File: src/rtl/can_mode_pkg.sv
package can_mode_pkg;

  typedef enum logic [2:0] {
    MODE_RESET     = 3'd0,
    MODE_NORMAL    = 3'd1,
    MODE_HALT_PEND = 3'd2,
    MODE_HALT      = 3'd3,
    MODE_SLEEP     = 3'd4,
    MODE_EXIT_PEND = 3'd5
  } mode_e;

  // control register layout
  localparam int CTL_W     = 3;
  localparam int CTL_RST   = 0;
  localparam int CTL_HALT  = 1;
  localparam int CTL_SLEEP = 2;

  // flag / mask layout
  localparam int NUM_FLG  = 2;
  localparam int FLG_MODE = 0;
  localparam int FLG_RX   = 1;

endpackage

File: src/rtl/can_rst_sync.sv
module can_rst_sync #(
  parameter int STAGES = 2
) (
  input  logic clk,
  input  logic rst_n,
  output logic rst_sync_n
);

  logic [STAGES-1:0] sync_q;

  // asynchronous assertion, synchronous release
  always_ff @(posedge clk or negedge rst_n) begin
    if (!rst_n) sync_q <= '0;
    else        sync_q <= {sync_q[STAGES-2:0], 1'b1};
  end

  assign rst_sync_n = sync_q[STAGES-1];

endmodule

File: src/rtl/can_mode_fsm.sv
module can_mode_fsm
  import can_mode_pkg::*;
#(
  parameter int EXIT_EXTRA_BITS = 1,
  localparam int CNT_W = $clog2(EXIT_EXTRA_BITS + 2)
) (
  input  logic             clk,
  input  logic             rst_n,
  input  logic [CTL_W-1:0] ctl_q,
  input  logic             bit_tick,
  output mode_e            mode_o,
  output logic             stat_reset_o,
  output logic             stat_halt_o,
  output logic             set_mode_o,
  output logic             reset_entry_o
);

  localparam logic [CNT_W-1:0] EXIT_LAST = CNT_W'(EXIT_EXTRA_BITS);

  mode_e            state_q, state_d;
  logic [CNT_W-1:0] cnt_q, cnt_d;
  logic             cnt_en;
  logic             stat_reset_d, stat_halt_d;

  logic req_rst, req_halt, req_sleep;
  assign req_rst   = ctl_q[CTL_RST];
  assign req_halt  = ctl_q[CTL_HALT];
  assign req_sleep = ctl_q[CTL_SLEEP];

  // next-state logic
  always_comb begin
    state_d = state_q;
    cnt_d   = cnt_q;
    cnt_en  = 1'b0;
    if (req_rst) begin
      state_d = MODE_RESET;
    end else begin
      unique case (state_q)
        MODE_RESET:     state_d = MODE_NORMAL;
        MODE_NORMAL:    if (req_halt) state_d = MODE_HALT_PEND;
        MODE_HALT_PEND: begin
          if (!req_halt)     state_d = MODE_NORMAL;
          else if (bit_tick) state_d = MODE_HALT;
        end
        MODE_HALT: begin
          if (req_sleep) begin
            state_d = MODE_SLEEP;
          end else if (!req_halt) begin
            state_d = MODE_EXIT_PEND;
            cnt_d   = '0;
            cnt_en  = 1'b1;
          end
        end
        MODE_SLEEP: begin
          if (!req_sleep) begin
            if (req_halt) begin
              state_d = MODE_HALT;
            end else begin
              state_d = MODE_EXIT_PEND;
              cnt_d   = '0;
              cnt_en  = 1'b1;
            end
          end
        end
        MODE_EXIT_PEND: begin
          if (req_halt) begin
            state_d = MODE_HALT;
          end else if (bit_tick) begin
            if (cnt_q == EXIT_LAST) begin
              state_d = MODE_NORMAL;
            end else begin
              cnt_d  = cnt_q + 1'b1;
              cnt_en = 1'b1;
            end
          end
        end
        default:        state_d = MODE_RESET;
      endcase
    end
  end

  always_comb begin
    stat_reset_d = (state_d == MODE_RESET);
    stat_halt_d  = (state_d == MODE_HALT) || (state_d == MODE_SLEEP) ||
                   (state_d == MODE_EXIT_PEND);
  end

  // flag events: rising status bits or halt-to-sleep
  assign reset_entry_o = stat_reset_d & ~stat_reset_q_w;
  assign set_mode_o    = reset_entry_o | (stat_halt_d & ~stat_halt_q_w) |
                         ((state_q == MODE_HALT) && (state_d == MODE_SLEEP));

  logic stat_reset_q_w, stat_halt_q_w;

  // registers
  always_ff @(posedge clk or negedge rst_n) begin
    if (!rst_n) begin
      state_q        <= MODE_RESET;
      stat_reset_q_w <= 1'b1;
      stat_halt_q_w  <= 1'b0;
    end else begin
      state_q        <= state_d;
      stat_reset_q_w <= stat_reset_d;
      stat_halt_q_w  <= stat_halt_d;
    end
  end

  always_ff @(posedge clk or negedge rst_n) begin
    if (!rst_n)      cnt_q <= '0;
    else if (cnt_en) cnt_q <= cnt_d;
  end

  assign mode_o       = state_q;
  assign stat_reset_o = stat_reset_q_w;
  assign stat_halt_o  = stat_halt_q_w;

endmodule

File: src/rtl/can_rx_detect.sv
module can_rx_detect #(
  parameter int NUM_MB = 16,
  localparam int MB_W = (NUM_MB > 1) ? $clog2(NUM_MB) : 1
) (
  input  logic              rx_store,
  input  logic [MB_W-1:0]   rx_store_mb,
  input  logic [NUM_MB-1:0] mb_int_mask,
  input  logic [NUM_MB-1:0] rx_pend,
  output logic              rx_set_o,
  output logic              rx_clr_o
);

  logic [NUM_MB-1:0] hit;

  // decode the stored mailbox against its interrupt mask
  for (genvar g = 0; g < NUM_MB; g++) begin : g_mb
    assign hit[g] = rx_store && (rx_store_mb == MB_W'(g)) && !mb_int_mask[g];
  end

  assign rx_set_o = |hit;
  assign rx_clr_o = ~|rx_pend;

endmodule

File: src/rtl/can_irq_flags.sv
module can_irq_flags
  import can_mode_pkg::*;
(
  input  logic               clk,
  input  logic               rst_n,
  input  logic               set_mode,
  input  logic               reset_entry,
  input  logic               clr_wr,
  input  logic               clr_mode,
  input  logic               msk_wr,
  input  logic [NUM_FLG-1:0] msk_wdata,
  input  logic               rx_set,
  input  logic               rx_clr,
  output logic [NUM_FLG-1:0] flag_o,
  output logic [NUM_FLG-1:0] mask_o,
  output logic               irq_o
);

  localparam logic [NUM_FLG-1:0] FLAG_RST = NUM_FLG'(1) << FLG_MODE;

  logic [NUM_FLG-1:0] set_vec, clr_vec;
  logic [NUM_FLG-1:0] flag_q, flag_d;
  logic [NUM_FLG-1:0] mask_q, mask_d;
  logic               mask_en;
  logic               irq_d, irq_q;

  always_comb begin
    set_vec = '0;
    clr_vec = '0;
    set_vec[FLG_MODE] = set_mode;
    clr_vec[FLG_MODE] = clr_wr & clr_mode;
    set_vec[FLG_RX]   = rx_set;
    clr_vec[FLG_RX]   = rx_clr;
  end

  // per-flag update: a set beats a clear
  for (genvar g = 0; g < NUM_FLG; g++) begin : g_flag
    always_comb begin
      if (set_vec[g])      flag_d[g] = 1'b1;
      else if (clr_vec[g]) flag_d[g] = 1'b0;
      else                 flag_d[g] = flag_q[g];
    end
  end

  always_comb begin
    mask_en = msk_wr | reset_entry;
    mask_d  = msk_wr ? msk_wdata : mask_q;
    if (reset_entry) mask_d[FLG_MODE] = 1'b1;
    irq_d = |(flag_q & ~mask_q);
  end

  always_ff @(posedge clk or negedge rst_n) begin
    if (!rst_n) begin
      flag_q <= FLAG_RST;
      irq_q  <= 1'b0;
    end else begin
      flag_q <= flag_d;
      irq_q  <= irq_d;
    end
  end

  always_ff @(posedge clk or negedge rst_n) begin
    if (!rst_n)       mask_q <= '1;
    else if (mask_en) mask_q <= mask_d;
  end

  assign flag_o = flag_q;
  assign mask_o = mask_q;
  assign irq_o  = irq_q;

endmodule

File: src/rtl/can_mode_ctl.sv
module can_mode_ctl
  import can_mode_pkg::*;
#(
  parameter int NUM_MB          = 16,
  parameter int EXIT_EXTRA_BITS = 1,
  parameter int RST_STAGES      = 2,
  localparam int MB_W = (NUM_MB > 1) ? $clog2(NUM_MB) : 1
) (
  input  logic              clk,
  input  logic              rst_n,
  input  logic              ctl_wr,
  input  logic [2:0]        ctl_wdata,
  input  logic              clr_wr,
  input  logic              clr_mode,
  input  logic              msk_wr,
  input  logic [1:0]        msk_wdata,
  input  logic              bit_tick,
  input  logic              rx_store,
  input  logic [MB_W-1:0]   rx_store_mb,
  input  logic [NUM_MB-1:0] mb_int_mask,
  input  logic [NUM_MB-1:0] rx_pend,
  output logic [2:0]        mode_o,
  output logic              stat_reset_o,
  output logic              stat_halt_o,
  output logic              flag_mode_o,
  output logic              flag_rx_o,
  output logic              mask_mode_o,
  output logic              mask_rx_o,
  output logic              irq_o
);

  logic               rst_sync_n;
  logic [CTL_W-1:0]   ctl_q;
  mode_e              mode_w;
  logic               set_mode, reset_entry;
  logic               rx_set, rx_clr;
  logic [NUM_FLG-1:0] flag_w, mask_w;

  can_rst_sync #(.STAGES(RST_STAGES)) u_rst (
    .clk        (clk),
    .rst_n      (rst_n),
    .rst_sync_n (rst_sync_n)
  );

  // control register: holds the reset request after hardware reset
  always_ff @(posedge clk or negedge rst_sync_n) begin
    if (!rst_sync_n)  ctl_q <= CTL_W'(1) << CTL_RST;
    else if (ctl_wr)  ctl_q <= ctl_wdata;
  end

  can_mode_fsm #(.EXIT_EXTRA_BITS(EXIT_EXTRA_BITS)) u_fsm (
    .clk           (clk),
    .rst_n         (rst_sync_n),
    .ctl_q         (ctl_q),
    .bit_tick      (bit_tick),
    .mode_o        (mode_w),
    .stat_reset_o  (stat_reset_o),
    .stat_halt_o   (stat_halt_o),
    .set_mode_o    (set_mode),
    .reset_entry_o (reset_entry)
  );

  can_rx_detect #(.NUM_MB(NUM_MB)) u_rx (
    .rx_store    (rx_store),
    .rx_store_mb (rx_store_mb),
    .mb_int_mask (mb_int_mask),
    .rx_pend     (rx_pend),
    .rx_set_o    (rx_set),
    .rx_clr_o    (rx_clr)
  );

  can_irq_flags u_flags (
    .clk         (clk),
    .rst_n       (rst_sync_n),
    .set_mode    (set_mode),
    .reset_entry (reset_entry),
    .clr_wr      (clr_wr),
    .clr_mode    (clr_mode),
    .msk_wr      (msk_wr),
    .msk_wdata   (msk_wdata),
    .rx_set      (rx_set),
    .rx_clr      (rx_clr),
    .flag_o      (flag_w),
    .mask_o      (mask_w),
    .irq_o       (irq_o)
  );

  assign mode_o      = mode_w;
  assign flag_mode_o = flag_w[FLG_MODE];
  assign flag_rx_o   = flag_w[FLG_RX];
  assign mask_mode_o = mask_w[FLG_MODE];
  assign mask_rx_o   = mask_w[FLG_RX];

endmodule

File: config.mk
export PLATFORM = sky130hd
export DESIGN_NAME = can_mode_ctl
export DESIGN_NICKNAME = d
export VERILOG_FILES = /design/src/rtl/can_mode_pkg.sv /design/src/rtl/can_rst_sync.sv /design/src/rtl/can_mode_fsm.sv /design/src/rtl/can_rx_detect.sv /design/src/rtl/can_irq_flags.sv /design/src/rtl/can_mode_ctl.sv
export SDC_FILE = /design/constraint.sdc
export NUM_CORES = 1
export LEC_CHECK = 0
export BUFFER_PORTS_ARGS = -buffer_cell sky130_fd_sc_hd__buf_2
export CAP_MARGIN = 20
export CELL_PAD_IN_SITES_DETAIL_PLACEMENT = 1
export CELL_PAD_IN_SITES_GLOBAL_PLACEMENT = 1
export CORE_MARGIN = 3
export CORE_UTILIZATION = 30
export DETAILED_ROUTE_END_ITERATION = 8
export GPL_ROUTABILITY_DRIVEN = 0
export PLACE_DENSITY_LB_ADDON = 0.25
export SLEW_MARGIN = 5
export SYNTH_ARGS = -nofsm -noshare
export SYNTH_HDL_FRONTEND = slang
export SYNTH_SLANG_ARGS = --single-unit
File: constraint.sdc
create_clock -name clk -period 0.8 [get_ports clk]
set_clock_uncertainty 0.15 [all_clocks]
set_input_delay 0.08 -clock clk [delete_from_list [all_inputs] [get_ports clk]]
set_output_delay 0.08 -clock clk [all_outputs]
set_load 0.02 [all_outputs]
Word-level counts from Yosys, hierarchy flattened
Cells that the tools add are included.
{"block": "totals", "regBits": 17, "n_memories": 0, "latchBits": 0, "input_bits": 49, "mem_bits_rw": 0, "rom_bits": 0}
{"block": "op_classes", "div_mod_pow": 0, "n_mul": 0, "bitwise": 11, "order_cmp": 0, "mux": 31, "reduce_logical": 64, "addsub": 1, "n_eq_ne": 30, "shift": 0}
{"op": "$logic_and A1 B1 Y1", "count": 33}
{"op": "$mux W3", "count": 11}
{"op": "$eq A4 B4 Y1 const B", "count": 8}
{"op": "$reduce_or A16 Y1", "count": 2}
{"op": "$pmux W3 S6", "count": 1}
{"op": "$eq A4 B3 Y1 const B", "count": 4}
{"op": "$logic_not A1 Y1", "count": 16}
{"op": "$eq A3 B3 Y1 const B", "count": 4}
{"op": "$mux W1", "count": 12}
{"op": "$ne A2 B2 Y1 const B", "count": 6}
{"op": "$mux W2", "count": 5}
{"op": "$eq A3 B2 Y1 const B", "count": 3}
{"op": "$eq A4 B2 Y1 const B", "count": 2}
{"op": "$reduce_and A8 Y1", "count": 1}
{"op": "$logic_not A3 Y1", "count": 2}
{"op": "$reduce_bool A2 Y1", "count": 3}
{"op": "$eq A4 B1 Y1 const B", "count": 1}
{"op": "$logic_not A4 Y1", "count": 1}
{"op": "$pmux W2 S2", "count": 1}
{"op": "$reduce_and A2 Y1", "count": 2}
{"op": "$reduce_or A2 Y1", "count": 2}
{"op": "$and A1 B1 Y1", "count": 3}
{"op": "$eq A3 B1 Y1 const B", "count": 1}
{"op": "$not A1 Y1", "count": 3}
{"op": "7 further kinds", "count": 10}

Depth between registers and ports, before layout
{"block": "depth", "depth_word": 13, "depth_mapped": 7}

By module
A second synthesis with hierarchy kept.
{"block": "unflattened", "hier_cells": 86, "hier_area_um2": 1013.5}
{"mod": "can_mode_fsm", "seq_area_each_um2": 176.4, "area_per_inst_um2": 486.7, "cells_per_inst": 48, "instances": 1}
{"mod": "can_irq_flags", "seq_area_each_um2": 128.9, "area_per_inst_um2": 187.7, "cells_per_inst": 14, "instances": 1}
{"mod": "can_rx_detect", "seq_area_each_um2": 0.0, "area_per_inst_um2": 175.2, "cells_per_inst": 15, "instances": 1}
{"mod": "can_mode_ctl", "seq_area_each_um2": 76.3, "area_per_inst_um2": 110.1, "cells_per_inst": 6, "instances": 1}
{"mod": "can_rst_sync", "seq_area_each_um2": 50.0, "area_per_inst_um2": 53.8, "cells_per_inst": 3, "instances": 1}

Worst setup path after synthesis
No wires, ideal clock.
{"block": "synth_path", "kind": "register to register", "from": "register u_fsm.state_q[0] (netlist: u_fsm.mode_o[0])", "to": "register u_fsm.cnt_q[0]", "setup_time_ps": 125, "stages_incl_launch_ff": 7, "arrival_time_ps": 1479, "setup_slack_ps": -954, "path_cell_list": "dfrtp_1 buf_2 nand2_1 o22ai_1 a22oi_1 or3_1 mux2_2"}
{"block": "synth_between", "elab_chain_cells": 5, "word_cells_on_any_way": 14}
{"item": "start: declaration", "line": "can_mode_fsm.sv:20", "text": "mode_e state_q, state_d;"}
{"item": "start signal: assignment", "line": "can_mode_fsm.sv:102", "text": "state_q <= state_d;"}
{"item": "$eq A3 B3 Y1 / $eq A3 B2 Y1 (equally long branches)", "line": "can_mode_fsm.sv:38", "text": "unique case (state_q)"}
{"item": "$reduce_or A2 Y1 (no line)"}
{"item": "$pmux W1 S2", "line": "can_mode_fsm.sv:38"}
{"item": "$mux W1", "line": "can_mode_fsm.sv:35", "text": "if (req_rst) begin"}
{"item": "$reduce_and A8 Y1 (no line)"}
{"item": "end signal: assignment", "line": "can_mode_fsm.sv:110", "text": "else if (cnt_en) cnt_q <= cnt_d;"}
{"item": "end: declaration", "line": "can_mode_fsm.sv:21", "text": "logic [CNT_W-1:0] cnt_q, cnt_d;"}
Several ways; a longest one is shown, not always the timed one.
A chain may end at the register's enable or synchronous reset.

Final worst setup path
Same ends and word-level chain as after synthesis.

==> impl_metrics.json <==
{
  "status": "complete, but fails checks",
  "failed_checks": "negative hold slack, negative setup slack",
  "finalMaxSlewViolations": 0,
  "yosys.cell_types.count": 31,
  "cts.path.max_buffers": 2,
  "yosys-top-cells-area": "dfrtp_1 32%, dfstp_2 14%, mux4_1 11%",
  "die_area_um2": 3853,
  "overflow": 0,
  "max_cap_viol_count": 0,
  "drc_errors": 0,
  "reg2reg_from": "u_fsm.mode_o[0]",
  "grt_pass1_vias": 1092,
  "end_kind": "register",
  "path_max_fanout": 6,
  "critPathKind": "register to register",
  "cp.arrival_ns": 1.77,
  "power_per_cell_area_nw_per_um2": 1456,
  "final_util": 0.5937,
  "grt_max_degree": 10,
  "drive_above_1_share": 0.6994,
  "fin_ws_ns": -0.9407,
  "cts_sinks": 17,
  "tns_ns": -11.80,
  "yosys.area.top_type": "dfrtp_1",
  "power.leakage_uw": 0.0008580,
  "ant_nets": 0,
  "min_period_over_period": 2.176,
  "cts_tree": "yes",
  "routed_wl_um": 3268,
  "critPathLaunch": "u_fsm.mode_o[0]",
  "grt_pass1_wl_um": 4968,
  "synth_area_um2": 943.4,
  "start_util": 0.3280,
  "dr_total_vias": 1016,
  "startpoint_type": "register",
  "hold_class": "primary input to register",
  "dr.pass1.iters": 3,
  "routedWlPerCell_um": 15.20,
  "grt_usage": 0.1815,
  "path_clk_slew_ns": 0.09,
  "placementRows": 19,
  "yosys_warnings": 0,
  "netlist_top_cells_count": "12 x dfrtp_1, 9 x inv_1, 7 x o21ai_0",
  "postSynthCellCount": 83,
  "worstReg2RegEnd": "u_fsm.cnt_q[0]",
  "drt_iter0_markers": 17,
  "cts_root_buf": "clkbuf_4",
  "finalHoldViolCount": 8,
  "ys.flop_type": "dfrtp_1",
  "fin_crit_ns": 1.741,
  "finalPower_uw": 2487,
  "hpwl_um": 2414,
  "die_x_um": 62.08,
  "synth_most_common_cell": "dfrtp_1",
  "ir_worst_vdd_mv": 0.8492,
  "synthToLayoutAreaGrowth_pct": 81.03,
  "synthArstFlopShare": 1.000,
  "worstSkewPairLatency_ns": 0.29,
  "cp-endpoint": "u_fsm.cnt_q[0]",
  "hold_buffers": 3,
  "setup_violations": 25,
  "h-tree-depth": 1,
  "core-area_um2": 2877,
  "numCtsBuffers": 3,
  "max_freq_ghz": 0.5745,
  "fin_nets": 224,
  "reg2reg_depth": 6,
  "ioPinCount": 59,
  "yosysTopAreaCellShare": 0.3183,
  "fillers": 336,
  "io_buffers": 58,
  "syn_area_per_cell_um2": 11.37,
  "ys_seq_area_frac": 0.4576,
  "n_antenna_cell": 0,
  "syn-num-nets": 133,
  "antenna_found_initial": 0,
  "ys_ff_latch": 17,
  "seqCellArea_um2": 435.4,
  "cp.required_ns": 0.83,
  "synth-edff-count": 0,
  "die_h_um": 62.08,
  "ff2ff_setup_slack_ns": -0.94,
  "multi_input_area_um2": 530.5,
  "rsz0062_at_grt": "true",
  "routed_via_density": 4.726,
  "whs_ns": -0.1362
}
-- sequential cells by signal, summed over array words and instances, names as in the netlist --
register / cells
u_flags.flag_o: 2
u_rst.sync_q: 2
u_flags.mask_o: 2
u_flags.irq_o: 1
u_fsm.mode_o: 3
u_fsm.stat_halt_o: 1
u_fsm.stat_reset_o: 1
u_fsm.cnt_q: 2
ctl_q: 3
-- worst min path at each step --
stage | start | end | cells past startpoint
after floorplan | rst_n | u_rst.sync_q[0] | 0
after global placement | rst_n | u_rst.sync_q[0] | 1
after detailed placement | rst_n | u_rst.sync_q[0] | 1
after CTS | ctl_wr | ctl_q[2] | 2
after global routing | msk_wdata[1] | u_flags.mask_o[1] | 2
final | ctl_wdata[0] | ctl_q[0] | 2
-- power by group --
| group | internal [µW] | switching (µW) | leakage, µW |
|---|---|---|---|
| combinational | 576 | 388 | 0.000647 |
| clock | 194 | 273 | 0.0000150 |
| sequential | 967 | 88.2 | 0.000196 |
| total | 1740 | 750 | 0.000858 |
-- critical path, cell delays in order, from the launching register on --
cell and delay, ns:
dfrtp_2 0.44, buf_6 0.13, nand2_1 0.06, o22ai_2 0.11, a22oi_2 0.08, or3_4 0.36
mux2_4 0.30
-- logic make-up (layout without fill, tap and decap cells) --
group | after synthesis | after routing | share of synthesized area
adder cells (fa/ha/maj) | 1 | 1 | 0.01326
other | 1 | 1 | 0.003975
buffers and inverters | 10 | 100 | 0.04111
AND/OR/NAND/NOR | 24 | 24 | 0.1432
flip-flops | 17 | 17 | 0.4576
AO/OA/AOI/OAI | 19 | 19 | 0.1353
multiplexers | 11 | 11 | 0.2056
-- stage by stage --
stage / setup WS (ns) / area, µm² / hold WS [ns] / instances
after detailed placement: -0.9160 / 1410 / -0.2795 / 198
after global routing: -1.019 / 1708 / -0.1563 / 215
after floorplan: -0.8950 / 958.4 / -0.3656 / 83
after global placement: -0.8539 / 1410 / -0.2799 / 198
after CTS: -0.9068 / 1645 / -0.1430 / 212
final: -0.9407 / 1708 / -0.1362 / 215
-- cell type report --
| cell class | count | area share |
|---|---|---|
| multi-input combinational | 56 | 0.3106 |
| timing repair buffer | 87 | 0.3685 |
| tap | 42 | 0.03077 |
| inverter | 9 | 0.01978 |
| sequential | 17 | 0.2549 |
| clock buffer | 4 | 0.01538 |
-- layout by cell type, fill, tap and decap left out, drive strengths merged, types with 2 or more instances in the layout --
| cell type | n |
|---|---|
| buf | 84 |
| dfrtp | 12 |
| inv | 9 |
| o21ai | 9 |
| nand2 | 5 |
| mux4 | 5 |
| dfstp | 5 |
| mux2 | 5 |
| nor2 | 4 |
| nor4 | 4 |
| clkbuf | 4 |
| dlygate4sd3 | 3 |
| nand4b | 2 |
| nor3b | 2 |
| nor2b | 2 |
| nand3 | 2 |
| a21oi | 2 |
| o22ai | 2 |
-- what timing repair did --
| action | in CTS | in global routing |
|---|---|---|
| setup endpoints to repair | 25 | 25 |
| pin swaps | 4 | 4 |
| hold endpoints to repair | 8 | 8 |
| gates resized for setup | 43 | 11 |
| buffers inserted | 8 | 7 |
-- metal layers --
| metal | share of wire | wire length (µm) | track usage |
|---|---|---|---|
| met4 | 0.012 | 40 | 0.04545 |
| met5 | 0 | 0 | 0 |
| met3 | 0.043 | 139 | 0.03926 |
| met1 | 0.37 | 1199 | 0.1946 |
| met2 | 0.58 | 1889 | 0.3536 |
Power figures use the tool's default switching activity.
